### src/rtl/t1fwd_pkg.sv
package t1fwd_pkg;
    localparam int ADDR_W = 32;
    localparam int CMD_W  = 4;
    localparam int BUS_W  = 8;

    localparam int BUS_LSB = 16;
    localparam int DEV_LSB = 11;
    localparam int DEV_W   = 5;
    localparam int FN_LSB  = 8;
    localparam int FN_W    = 3;
    localparam int REG_LSB = 2;
    localparam int REG_W   = 6;

    localparam logic [CMD_W-1:0] CMD_NONE   = 4'b0000;
    localparam logic [CMD_W-1:0] CMD_SPC    = 4'b0001;
    localparam logic [CMD_W-1:0] CMD_CFG_RD = 4'b1010;
    localparam logic [CMD_W-1:0] CMD_CFG_WR = 4'b1011;
    localparam logic [1:0]       TYPE1_CODE = 2'b01;
    localparam logic [REG_W-1:0] SPC_REG    = '0;

    typedef enum logic [1:0] {
        DEC_NONE  = 2'b00,
        DEC_TYPE1 = 2'b01,
        DEC_SPC   = 2'b10
    } dec_e;

    typedef struct packed {
        dec_e             dec;
        logic [CMD_W-1:0] cmd;
        logic             single;
    } fwd_state_t;
endpackage

### src/rtl/t1fwd_range_chk.sv
module t1fwd_range_chk #(
    parameter int BUS_W = 8
) (
    input  logic [BUS_W-1:0] bus,
    input  logic [BUS_W-1:0] lo,
    input  logic [BUS_W-1:0] hi,
    output logic             in_open_lo,
    output logic             out_closed
);
    logic above_lo;
    logic at_lo;
    logic not_above_hi;

    always_comb begin
        above_lo     = bus > lo;
        at_lo        = bus == lo;
        not_above_hi = bus <= hi;
        // downstream window excludes the lower limit
        in_open_lo   = above_lo && not_above_hi;
        // upstream test is outside a window that includes both limits
        out_closed   = !((above_lo || at_lo) && not_above_hi);
    end
endmodule

### src/rtl/t1fwd_match.sv
module t1fwd_match
    import t1fwd_pkg::*;
(
    input  logic              dir_up,
    input  logic [ADDR_W-1:0] ad,
    input  logic [CMD_W-1:0]  cbe,
    input  logic [BUS_W-1:0]  pri_bus,
    input  logic [BUS_W-1:0]  sec_bus,
    input  logic [BUS_W-1:0]  sub_bus,
    output logic              hit_type1,
    output logic              hit_spc,
    output logic              is_wr
);
    logic [BUS_W-1:0] f_bus;
    logic [DEV_W-1:0] f_dev;
    logic [FN_W-1:0]  f_fn;
    logic [REG_W-1:0] f_reg;
    logic             type_ok;
    logic             is_rd;
    logic             all_ones_id;
    logic             in_open_lo;
    logic             out_closed;
    logic             bus_hits_own;

    always_comb begin
        f_bus   = ad[BUS_LSB +: BUS_W];
        f_dev   = ad[DEV_LSB +: DEV_W];
        f_fn    = ad[FN_LSB  +: FN_W];
        f_reg   = ad[REG_LSB +: REG_W];
        type_ok = ad[1:0] == TYPE1_CODE;
    end

    t1fwd_range_chk #(.BUS_W(BUS_W)) u_range (
        .bus        (f_bus),
        .lo         (sec_bus),
        .hi         (sub_bus),
        .in_open_lo (in_open_lo),
        .out_closed (out_closed)
    );

    always_comb begin
        is_rd        = cbe == CMD_CFG_RD;
        is_wr        = cbe == CMD_CFG_WR;
        all_ones_id  = (&f_dev) && (&f_fn);
        bus_hits_own = dir_up ? (f_bus == pri_bus) : (f_bus == sec_bus);
        hit_spc      = type_ok && is_wr && all_ones_id &&
                       (f_reg == SPC_REG) && bus_hits_own;
        if (dir_up) begin
            hit_type1 = type_ok && is_wr && out_closed && all_ones_id;
        end else begin
            hit_type1 = type_ok && (is_rd || is_wr) && in_open_lo;
        end
    end
endmodule

### src/rtl/t1fwd_decoder.sv
module t1fwd_decoder
    import t1fwd_pkg::*;
(
    input  logic        clk,
    input  logic        rst_n,
    input  logic        addr_phase,
    input  logic        txn_end,
    input  logic        dir_up,
    input  logic [31:0] ad,
    input  logic [3:0]  cbe,
    input  logic [7:0]  pri_bus,
    input  logic [7:0]  sec_bus,
    input  logic [7:0]  sub_bus,
    output logic [1:0]  decision,
    output logic [3:0]  out_cmd,
    output logic        single_xfer
);
    logic       hit_type1;
    logic       hit_spc;
    logic       is_wr;
    fwd_state_t st_d;
    fwd_state_t st_q;

    t1fwd_match u_match (
        .dir_up    (dir_up),
        .ad        (ad),
        .cbe       (cbe),
        .pri_bus   (pri_bus),
        .sec_bus   (sec_bus),
        .sub_bus   (sub_bus),
        .hit_type1 (hit_type1),
        .hit_spc   (hit_spc),
        .is_wr     (is_wr)
    );

    always_comb begin
        st_d = st_q;
        if (addr_phase) begin
            if (hit_spc) begin
                st_d.dec    = DEC_SPC;
                st_d.cmd    = CMD_SPC;
                st_d.single = 1'b0;
            end else if (hit_type1) begin
                st_d.dec    = DEC_TYPE1;
                st_d.cmd    = cbe;
                st_d.single = is_wr;
            end else begin
                st_d.dec    = DEC_NONE;
                st_d.cmd    = CMD_NONE;
                st_d.single = 1'b0;
            end
        end else if (txn_end) begin
            st_d.dec    = DEC_NONE;
            st_d.cmd    = CMD_NONE;
            st_d.single = 1'b0;
        end
    end

    always_ff @(posedge clk or negedge rst_n) begin
        if (!rst_n) begin
            st_q.dec    <= DEC_NONE;
            st_q.cmd    <= CMD_NONE;
            st_q.single <= 1'b0;
        end else begin
            st_q <= st_d;
        end
    end

    assign decision    = st_q.dec;
    assign out_cmd     = st_q.cmd;
    assign single_xfer = st_q.single;
endmodule

### config.mk
export PLATFORM = sky130hd
export DESIGN_NAME = t1fwd_decoder
export DESIGN_NICKNAME = d
export VERILOG_FILES = /design/src/rtl/t1fwd_pkg.sv /design/src/rtl/t1fwd_range_chk.sv /design/src/rtl/t1fwd_match.sv /design/src/rtl/t1fwd_decoder.sv
export SDC_FILE = /design/constraint.sdc
export NUM_CORES = 1
export LEC_CHECK = 0
export BUFFER_PORTS_ARGS = -buffer_cell sky130_fd_sc_hd__buf_2
export CAP_MARGIN = 15
export CORE_ASPECT_RATIO = 0.8
export CORE_UTILIZATION = 35
export DETAILED_ROUTE_END_ITERATION = 8
export MAX_ROUTING_LAYER = met4
export PLACE_DENSITY_LB_ADDON = 0.08
export SETUP_SLACK_MARGIN = 0.1
export SKIP_LAST_GASP = 1
export SLEW_MARGIN = 40
export SYNTH_ARGS = -nofsm -noshare
export SYNTH_HDL_FRONTEND = slang
export SYNTH_SLANG_ARGS = --single-unit
### constraint.sdc
create_clock -name clk -period 1.1 [get_ports clk]
set_clock_uncertainty 0.05 [all_clocks]
set_input_delay 0.165 -clock clk [delete_from_list [all_inputs] [get_ports clk]]
set_output_delay 0.165 -clock clk [all_outputs]
set_load 0.01 [all_outputs]
==> impl_metrics.toml <==
[worst_setup_path]
endpoint_kind = "flip-flop"
crit_fanout = 4
crit_path_top_delay_cell = "or3_1"
critPathBufInv = 2
path_delay_family = "compound AO/OA/AOI/OAI gates"
crit_arrival_ns = 1.71
cpPeakStageDelay_ns = 0.32
crit_required_ns = 1.25
crit_chain = "buf_8 -> inv_8 -> ha_4 -> nor2b_4 -> o211ai_1 -> a21oi_1 -> o22a_1 -> or3_1 -> a31o_1 -> nand2_1"
critPathLaunchType = "input pin"
rrSetupSlack_ns = 0.20
setup.worst_path.class = "in -> reg"

[cts]
cts_tree = "built"
clockBufferDepth = 2
cts-root-buf = "clkbuf_4"
h-tree-depth = 1
cts_buffers = 3
clk_pin_slew_ns = 0.05
clkLatencyLatePin_ns = 0.26
cts_sinks = 7

[global_routing]
grt_max_degree = 8
grt_pass1_wl_um = 4060
grt_antenna_before_repair = 0
overflow = 0
track_usage_pct = 19.9
grt_pass1_vias = 1022

[run_status]
outcome = "finished with violations"
violations = "setup timing"

[logic_synthesis]
syn_area_per_cell_um2 = 8.22
synth_flop_cell = "dfrtp_1"
netlist_area_um2 = 912
synth.area.top_cells = "ha_1, dfrtp_1, xor2_1"
synth_fp_nets = 192
synth_edf_count = 0
synth_most_common_cell = "ha_1"
synth-async-reset-ratio_pct = 100
ys_warn_count = 0
synthTopCellsByCount = "ha_1, inv_1, nand2_1"
seq_area_frac_synth_pct = 19.2
ys_seq_elements = 7
synth.top_cell.area_share_pct = 21.9
synth_top_cell_by_area = "ha_1"
ys_types = 31
synth_cells = 111

[timing]
finalSetupViolations = 6
worst_pin_slew_ns = 0.365
fin_crit_ns = 1.56
tns_ns = -2.54
setup_ws_ns = -0.463
finalHoldViolations = 0
whs_ns = 0.207
slew_headroom_pct = 75.7
final-max-slew-violation-count = 0
rsz0062_at_grt = "true"
period_share_pct = 142
max_freq_mhz = 640

[floorplan]
rows = 16
num_io_pins = 72
die_x_um = 59.1
coreArea_um2 = 2460
initial_core_util_pct = 37.0
fp.dieH_um = 47.7
die_area_um2 = 2820

[detailed_routing]
viasPerCell = 4.77
first_pass_iters = 4
route.vias.total = 1117
drc = 0
ant_nets = 0
routedWlPerCell_um = 10.8
wl_um = 2540
drtIter0Drc = 21

[finish]
fin_util_pct = 69.7
fin_area_um2 = 1720
syn_to_final_growth_pct = 88.1
diodes = 0
nNetsFinal = 280
instances_no_fill = 234
drive_gt1_share_pct = 56.6

[place]
hpwlAfterDp_um = 2200
gp_congestion = 0.834
io_buffers = 63
dpl_cell_area_um2 = 1520
placed_cells = 224

[worst_hold_path]
hold_path_class = "in -> async"

[run]
cap_violations = 0

[pwr]
vdd_drop_max_v = 0.000319
cellPowerDensity_nw_per_um2 = 564
leakagePower_nw = 0.869
==> final cells by class <==
type,instances,area [µm²]
tap,36,45.0
multi-input combinational,89,827
fill,214,747
timing repair buffer,83,548
clock buffer,4,26.3
sequential,7,175
inverter,15,93.8
==> power breakdown <==
part           total [mW]  leakage (nW)  internal, mW  switching, mW
logic               0.462         0.757         0.261          0.201
registers           0.258        0.0978         0.258       0.000199
clock network       0.247        0.0150         0.139          0.108
total               0.967         0.869         0.658          0.309
==> cell families after synthesis <==
group	synth area share, %
compound gates	16.0
xor+xnor	7.68
buf+inv	6.17
simple gates	28.9
fa+ha+maj	21.9
flops	19.2
==> routing by layer <==
| metal | global-route usage (%) | part of all wire (%) | vias up |
|---|---|---|---|
| met2 | 34.8 | 48 | 40 |
| met1 | 24.4 | 46 | 496 |
| li1 | - | - | 578 |
| met4 | 2.86 | 0.32 | 0 |
| met5 | - | 0 | - |
| met3 | 4.05 | 5.3 | 3 |
==> registers in the layout (all words and copies together) (netlist names) <==
register     cells
single_xfer      1
decision         2
out_cmd          4
==> through the flow <==
step | setup WS, ns | total power, mW
3_5_place_dp | -0.801 | 0.667
2_1_floorplan | -0.529 | 0.457
4_1_cts | -0.446 | 0.943
3_3_place_gp | -0.781 | 0.655
6_report | -0.463 | 0.967
5_1_grt | -0.561 | 1.04
==> timing repair <==
action | 4_1_cts | 5_1_grt
setup endpoints to repair | 7 | 13
hold buffers | 1 | 0
buffers inserted | 2 | 3
gates resized for setup | 13 | 18
endpoints found under the hold margin | 7 | 0
pin swaps | 6 | 11
==> path summary, 6_finish.rpt <==
check,startpoint,to,depth (start not counted)
max,sub_bus[1],decision[0]$_DFFE_PN0P_,10
min in group clk,cbe[0],out_cmd[0]$_DFFE_PN0P_,4
min reg2reg,decision[0]$_DFFE_PN0P_,decision[0]$_DFFE_PN0P_,2
max in group asynchronous,rst_n,out_cmd[0]$_DFFE_PN0P_,2
max reg2reg,out_cmd[0]$_DFFE_PN0P_,out_cmd[0]$_DFFE_PN0P_,3
min,rst_n,out_cmd[2]$_DFFE_PN0P_,2
==> placed cells by master (no fill, tap or decap), types with 2 or more instances in the layout <==
master,instances
a21oi_1,6
buf_2,52
buf_4,19
buf_6,8
buf_8,3
clkbuf_4,3
dfrtp_1,7
ha_1,8
ha_4,7
inv_1,8
inv_12,2
inv_2,2
inv_4,2
nand2_1,12
nand3_1,3
nand4_1,7
nor2_1,5
nor2_4,2
nor2b_4,2
nor4_1,3
nor4_2,2
o211ai_1,2
o21ai_1,3
xor2_1,8
==> worst register-to-register path, stage by stage, from the launching register on <==
cell	delay (ns)
dfrtp_1	0.37
buf_4	0.13
a22oi_1	0.15
o21ai_1	0.08
Note: power is estimated with default switching activity, not from simulation.
